[config.mk]
export PLATFORM = sky130hd
export DESIGN_NAME = reset_cause_reg
export DESIGN_NICKNAME = d
export VERILOG_FILES = /design/src/rtl/rcs_pkg.sv /design/src/rtl/rcs_flag_cell.sv /design/src/rtl/rcs_read_fmt.sv /design/src/rtl/reset_cause_reg.sv
export SDC_FILE = /design/constraint.sdc
export NUM_CORES = 1
export LEC_CHECK = 0
export ABC_AREA = 1
export CAP_MARGIN = 40
export CELL_PAD_IN_SITES_DETAIL_PLACEMENT = 1
export CELL_PAD_IN_SITES_GLOBAL_PLACEMENT = 1
export CORE_AREA = 2 2 39 41
export CTS_BUF_LIST = sky130_fd_sc_hd__clkbuf_8
export CTS_CLUSTER_SIZE = 12
export DETAILED_ROUTE_END_ITERATION = 10
export DIE_AREA = 0 0 41 43
export DONT_BUFFER_PORTS = 1
export PLACE_DENSITY_LB_ADDON = 0.3
export RECOVER_POWER = 50
export SLEW_MARGIN = 10
export SYNTH_ARGS = -nofsm -noshare
export SYNTH_HDL_FRONTEND = slang
export SYNTH_HIERARCHICAL = 1
export SYNTH_SLANG_ARGS = --single-unit
[constraint.sdc]
create_clock -name clk -period 1 [get_ports clk]
set_input_delay 0.1 -clock clk [delete_from_list [all_inputs] [get_ports clk]]
set_output_delay 0.1 -clock clk [all_outputs]
set_load 0.1 [all_outputs]
[src/rtl/rcs_pkg.sv]
package rcs_pkg;
    localparam int unsigned RCS_DATA_W = 8;
    localparam int unsigned RCS_FLAG_W = 4;

    // Bit positions, decoded by software and by the watchdog controller
    localparam int unsigned POS_PWR   = 0;
    localparam int unsigned POS_EXT   = 1;
    localparam int unsigned POS_BROWN = 2;
    localparam int unsigned POS_WDOG  = 3;

    // Value loaded while power-on is active
    localparam logic [RCS_FLAG_W-1:0] RCS_PWR_VAL = RCS_FLAG_W'(1) << POS_PWR;
endpackage

[src/rtl/rcs_flag_cell.sv]
module rcs_flag_cell #(
    parameter logic INIT_VAL = 1'b0
) (
    input  logic clk,
    input  logic por_n,
    input  logic set_i,
    input  logic wr_en_i,
    input  logic wr_bit_i,
    output logic flag_o
);
    logic q;
    logic q_nxt;

    // Set dominates; a write keeps the flag only where the written bit is one
    always_comb begin
        q_nxt = wr_en_i ? (q & wr_bit_i) : q;
        if (set_i) begin
            q_nxt = 1'b1;
        end
    end

    always_ff @(posedge clk or negedge por_n) begin
        if (!por_n) begin
            q <= INIT_VAL;
        end else begin
            q <= q_nxt;
        end
    end

    assign flag_o = q;


    evt_sets_flag_chk: assert property (@(posedge clk) disable iff (!por_n)
        set_i |=> flag_o);


    zero_write_clears_chk: assert property (@(posedge clk) disable iff (!por_n)
        (wr_en_i && !wr_bit_i && !set_i) |=> !flag_o);


    one_write_keeps_chk: assert property (@(posedge clk) disable iff (!por_n)
        (wr_en_i && wr_bit_i && !set_i) |=> $stable(flag_o));


    idle_holds_chk: assert property (@(posedge clk) disable iff (!por_n)
        (!wr_en_i && !set_i) |=> $stable(flag_o));
endmodule

[src/rtl/rcs_read_fmt.sv]
module rcs_read_fmt #(
    parameter int unsigned FLAG_W = 4,
    parameter int unsigned DATA_W = 8
) (
    input  logic [FLAG_W-1:0] flags_i,
    output logic [DATA_W-1:0] rd_o
);
    localparam int unsigned PAD_W = DATA_W - FLAG_W;

    always_comb begin
        rd_o = {{PAD_W{1'b0}}, flags_i};
    end
endmodule

[src/rtl/reset_cause_reg.sv]
module reset_cause_reg
    import rcs_pkg::*;
#(
    parameter int unsigned DATA_W = RCS_DATA_W
) (
    input  logic              clk,
    input  logic              por_n,
    input  logic              evt_ext,
    input  logic              evt_brown,
    input  logic              evt_wdog,
    input  logic              wr_en,
    input  logic [DATA_W-1:0] wr_data,
    output logic [DATA_W-1:0] rd_data,
    output logic              wdog_flag
);
    localparam int unsigned FLAG_W = RCS_FLAG_W;

    logic [FLAG_W-1:0] set_vec;
    logic [FLAG_W-1:0] flags;
    logic              unused_hi;

    assign unused_hi = ^wr_data[DATA_W-1:FLAG_W];

    // Power-on has no synchronous set path; it only acts through por_n
    always_comb begin
        set_vec            = '0;
        set_vec[POS_EXT]   = evt_ext;
        set_vec[POS_BROWN] = evt_brown;
        set_vec[POS_WDOG]  = evt_wdog;
    end

    for (genvar gi = 0; gi < FLAG_W; gi++) begin : g_flag
        rcs_flag_cell #(
            .INIT_VAL (RCS_PWR_VAL[gi])
        ) u_cell (
            .clk      (clk),
            .por_n    (por_n),
            .set_i    (set_vec[gi]),
            .wr_en_i  (wr_en),
            .wr_bit_i (wr_data[gi]),
            .flag_o   (flags[gi])
        );
    end

    rcs_read_fmt #(
        .FLAG_W (FLAG_W),
        .DATA_W (DATA_W)
    ) u_fmt (
        .flags_i (flags),
        .rd_o    (rd_data)
    );

    assign wdog_flag = flags[POS_WDOG];


    pwr_flag_no_rise_chk: assert property (@(posedge clk) disable iff (!por_n)
        !$rose(rd_data[POS_PWR]));


    reserved_zero_chk: assert property (@(posedge clk) disable iff (!por_n)
        rd_data[DATA_W-1:FLAG_W] == '0);


    wdog_mirror_chk: assert property (@(posedge clk) disable iff (!por_n)
        wdog_flag == rd_data[POS_WDOG]);
endmodule

# Word level (Yosys, flattened, before mapping)
# Index checks and enable logic that the tools add are counted.
[word_totals]
ff_bits = 4
input_bits = 14
out_inout_bits = 9
[classes]
n_mux = 6
bitwise_logic = 4
reduce_logical = 3
[ops]
columns = ["operator", "count"]
rows = [
  ["1-bit two-way mux", 6],
  ["2-bit nonzero test", 3],
  ["1-bit bitwise AND", 4],
]

# Longest topological paths before layout
[depth]
word_depth = 3
mapped_depth = 4

# Cells and area by module
# The synthesis kept the hierarchy.
[by_module_without_submodules]
columns = ["module", "instances", "area_per_inst_um2", "seq_area_each_um2", "cells_each"]
rows = [
  ["rcs_flag_cell at g_flag[1].u_cell ...", 3, 43.8, 25.0, 6],
  ["rcs_read_fmt", 1, 63.8, 0.0, 9],
  ["rcs_flag_cell at g_flag[0].u_cell", 1, 45.0, 26.3, 6],
  ["reset_cause_reg", 1, 3.8, 0.0, 1],
]

# Worst setup path before layout
# Ideal clock, no wire load.
[synth_path]
path_kind = "reg-to-output"
from = "reg g_flag[3].u_cell.q"
to = "out rd_data[3]"
arrival_time_ps = 1340
stages_incl_launch_ff = 2
path_slack_ps = -440
path_buffers = 1
required_time_ps = 900
path_cell_list = "dfrtp_1 buf_4"
[synth_rtl]
columns = ["item", "line_no", "source"]
rows = [
  ["start: declaration", "rcs_flag_cell.sv:11", "logic q;"],
  ["start signal: assignment", "rcs_flag_cell.sv:26", "q <= q_nxt;"],
  ["end: declaration", "reset_cause_reg.sv:13", "output logic [DATA_W-1:0] rd_data,"],
]
# No word-level cell between the ends.

# Worst setup path after layout
[layout_path]
from = "reg g_flag[0].u_cell.q"
to = "out rd_data[0]"
[layout_rtl]
columns = ["item", "line_no"]
rows = [
  ["start: declaration", "rcs_flag_cell.sv:11"],
  ["start signal: assignment", "rcs_flag_cell.sv:26"],
]
# No word-level cell between the ends.

==> results.md <==
* Mapped Area at between 200 and 250 µm²
* Min cycle time layout at between 1 and 1.5 ns
* Final Net Count at 56
* Non-filler instance count after layout at 57
* Most common cell after layout, fill and taps aside: nand2_1
* RSZ-0062 raised after global routing: yes
* CTS Buf Count at 3
* Post-synthesis simple-gate area fraction at 0.185
* # diodes at 0
* Hold WC Path Type: in -> reg
* R2r startpoint: g_flag[0].u_cell/flag_o
* Compound-Gate Fraction of Synth Area at 0
* Total grt overflow at 0
* Post-synthesis mux area share at 0
* I/O Pins at 23
* Worst Skew at 0 ns
* CP max stage delay at 0.54 ns
* Post-Synth Adder-Cell Area at 0
* Sw power at 289 µW
* Final antenna-violating net count at 0
* Setup TNS Final at -0.0531 ns
* Die Ht at 43 µm
* PD cells at 2060 mW/mm²
* Global placement routability congestion at 0.449
* Clk network pwr share at 0.447
* Startpoint types: register
* CP endpoint kind: primary output
* Die area at 0.00176 mm²
* Status: finished with violations
* Endpoints failing setup at 3
* Flops & latches, synth at 4
* Max clock buf depth at 2
* Critical path class: reg -> out
* Clk sinks at 4
* Leakage dissipation at approximately 0.21 nW
* First-pass GRT wire length at 600 µm
* Sequential share of the synthesized area at 0.415
* Yosys warns at 6
* Pin count of the biggest net entering global routing at 5
* Worst Hold Launch: wr_en
* GRT Util Overall at 0.0614
* WL per Instance at approximately 7.9 µm
* Worst IR Drop VDD at 0.563 mV
* Combinational Power Share at 0.314
* Std-Cell Rows at 14
* Via density per instance at 3.26
* R2R Setup Slk at 0.29 ns
* Mean Syn Cell Area at 7.18 µm²
* CTS tree: done
* Internal Power at 501 µW
* Number of remaining DRC errors at 0
* Highest Clock Rate at 0.963 GHz
* Initial Utilization at 0.176
* Ratio of cells with drive above 1 in the final layout at 0.220
* Design area at 384 µm²
* Clk Tree Root Cell: clkbuf_8
* CP bufs+invs at 1
* CP Depth at 1
* Failing checks: negative setup slack
* Worst-Skew Late Latency at 0.22 ns
* Clock slew at reported path FFs at 0.03 ns
* R2R Path End: g_flag[0].u_cell/flag_o
* Worst path top cell family by delay: flip-flops
* # resized after CTS at 0
* Routed via count at 186
* Largest family of logic cells by synthesized area: buffers and inverters
* Core area at between 0.001 and 0.0015 mm²
* Dpl cell area at between 200 and 300 µm²
* Mapped Cells at 34
* Slew Limit Fails at 0
* Iter 0 DRT Violations at 0
* Cell variety after synth at 6
* Slowest cell on the critical path: dfstp_2
* Area growth from synthesis to layout at 57.4%
* Max-cap violations at 0
* Placed cells at 49
* Vias in the first global route at around 180
* Drt pass-1 iters at 1
* Sequential share of power at 0.239
* H-tree levels at 1
* Period utilisation layout at 1.04
* Fill cells at 171
* Worst EP arrival at 0.94 ns
* Sw Share at 0.366
* Worst Hold Slack at 0.0224 ns
* XOR/XNOR Fraction of Synth Area at 0
* CP max FO at 2
* Initial antenna violation count at 0
* CP Data Required Time at 0.90 ns
* Reg2Reg Depth at 2
* Die Width at 41 µm
* Cell Chain, Critical Path: buf_12
* Final WS setup at -0.0380 ns
* Post-Route WL at between 400 and 500 µm
* Hold Vio Cnt, Final at 0
* PortBufs at 0
* DP HPWL at 383 µm
* Hold endpoint: g_flag[0].u_cell/flag_o
* Register area at 105 µm²
* Setup bufs post-CTS at 0
* Multi-input gate area at 63.8 µm²
* Most frequent cells in the layout: nand2_1 (12), inv_1 (9), conb_1 (5)
* Hold depth at 3
* Max reg flops at 4
-- cell families after synthesis --
group                  Yosys count
buffers and inverters           16
AND/OR/NAND/NOR                 12
flip-flops                       4
other                            2
-- synth_stat cells (all sizes together) --
cell type | count | area [µm²]
dfstp | 1 | 26.3
conb | 2 | 7.51
inv | 8 | 30.0
buf | 8 | 60.1
dfrtp | 3 | 75.1
nand2 | 12 | 45.0
-- worst max-delay path by stage --
stage                                  startpoint    endpoint
final                     g_flag[0].u_cell/flag_o  rd_data[0]
after global routing      g_flag[0].u_cell/flag_o  rd_data[0]
after CTS                 g_flag[0].u_cell/flag_o  rd_data[0]
after detailed placement  g_flag[0].u_cell/flag_o  rd_data[0]
after global placement    g_flag[0].u_cell/flag_o  rd_data[0]
after floorplan           g_flag[3].u_cell/flag_o  rd_data[3]
-- power by group through the flow --
stage | combinational [mW] | sequential, mW | clock, mW
after floorplan | 0.195 | 0.205 | 0
after global placement | 0.233 | 0.191 | 0
after detailed placement | 0.235 | 0.191 | 0
after CTS | 0.250 | 0.189 | 0.368
after global routing | 0.258 | 0.190 | 0.383
final | 0.248 | 0.189 | 0.353
-- metrics by stage --
stage                     worst slack (ns)  power (mW)  utilization
after floorplan                     0.0249       0.399            -
after CTS                          -0.0489       0.808        0.278
after detailed placement             0.186       0.426        0.216
after global routing               -0.0612       0.831        0.278
final                              -0.0380       0.790        0.278
after global placement               0.193       0.424        0.216
-- per-layer routing --
metal / vias up / track usage / routed length (µm)
li1: 92 / - / -
met1: 80 / 0.0453 / 145
met2: 12 / 0.0813 / 249
met3: 2 / 0.0157 / 38
met4: 0 / 0.120 / 17
met5: - / 0 / 0
-- cell type report --
class | count | area share
flip-flops and latches | 4 | 0.274
multi-input cells | 17 | 0.166
clock inverters | 1 | 0.00977
repair buffers | 8 | 0.313
inverters | 8 | 0.0782
clock buffers | 3 | 0.107
well taps | 16 | 0.0521
-- timing repair --
item | CTS | global route
gates cloned | 0 | 0
setup endpoints to repair | 3 | 3
hold endpoints to repair | 7 | 0
hold buffers | 4 | 0
pin swaps | 0 | 0
(Power assumes the default switching activity.)
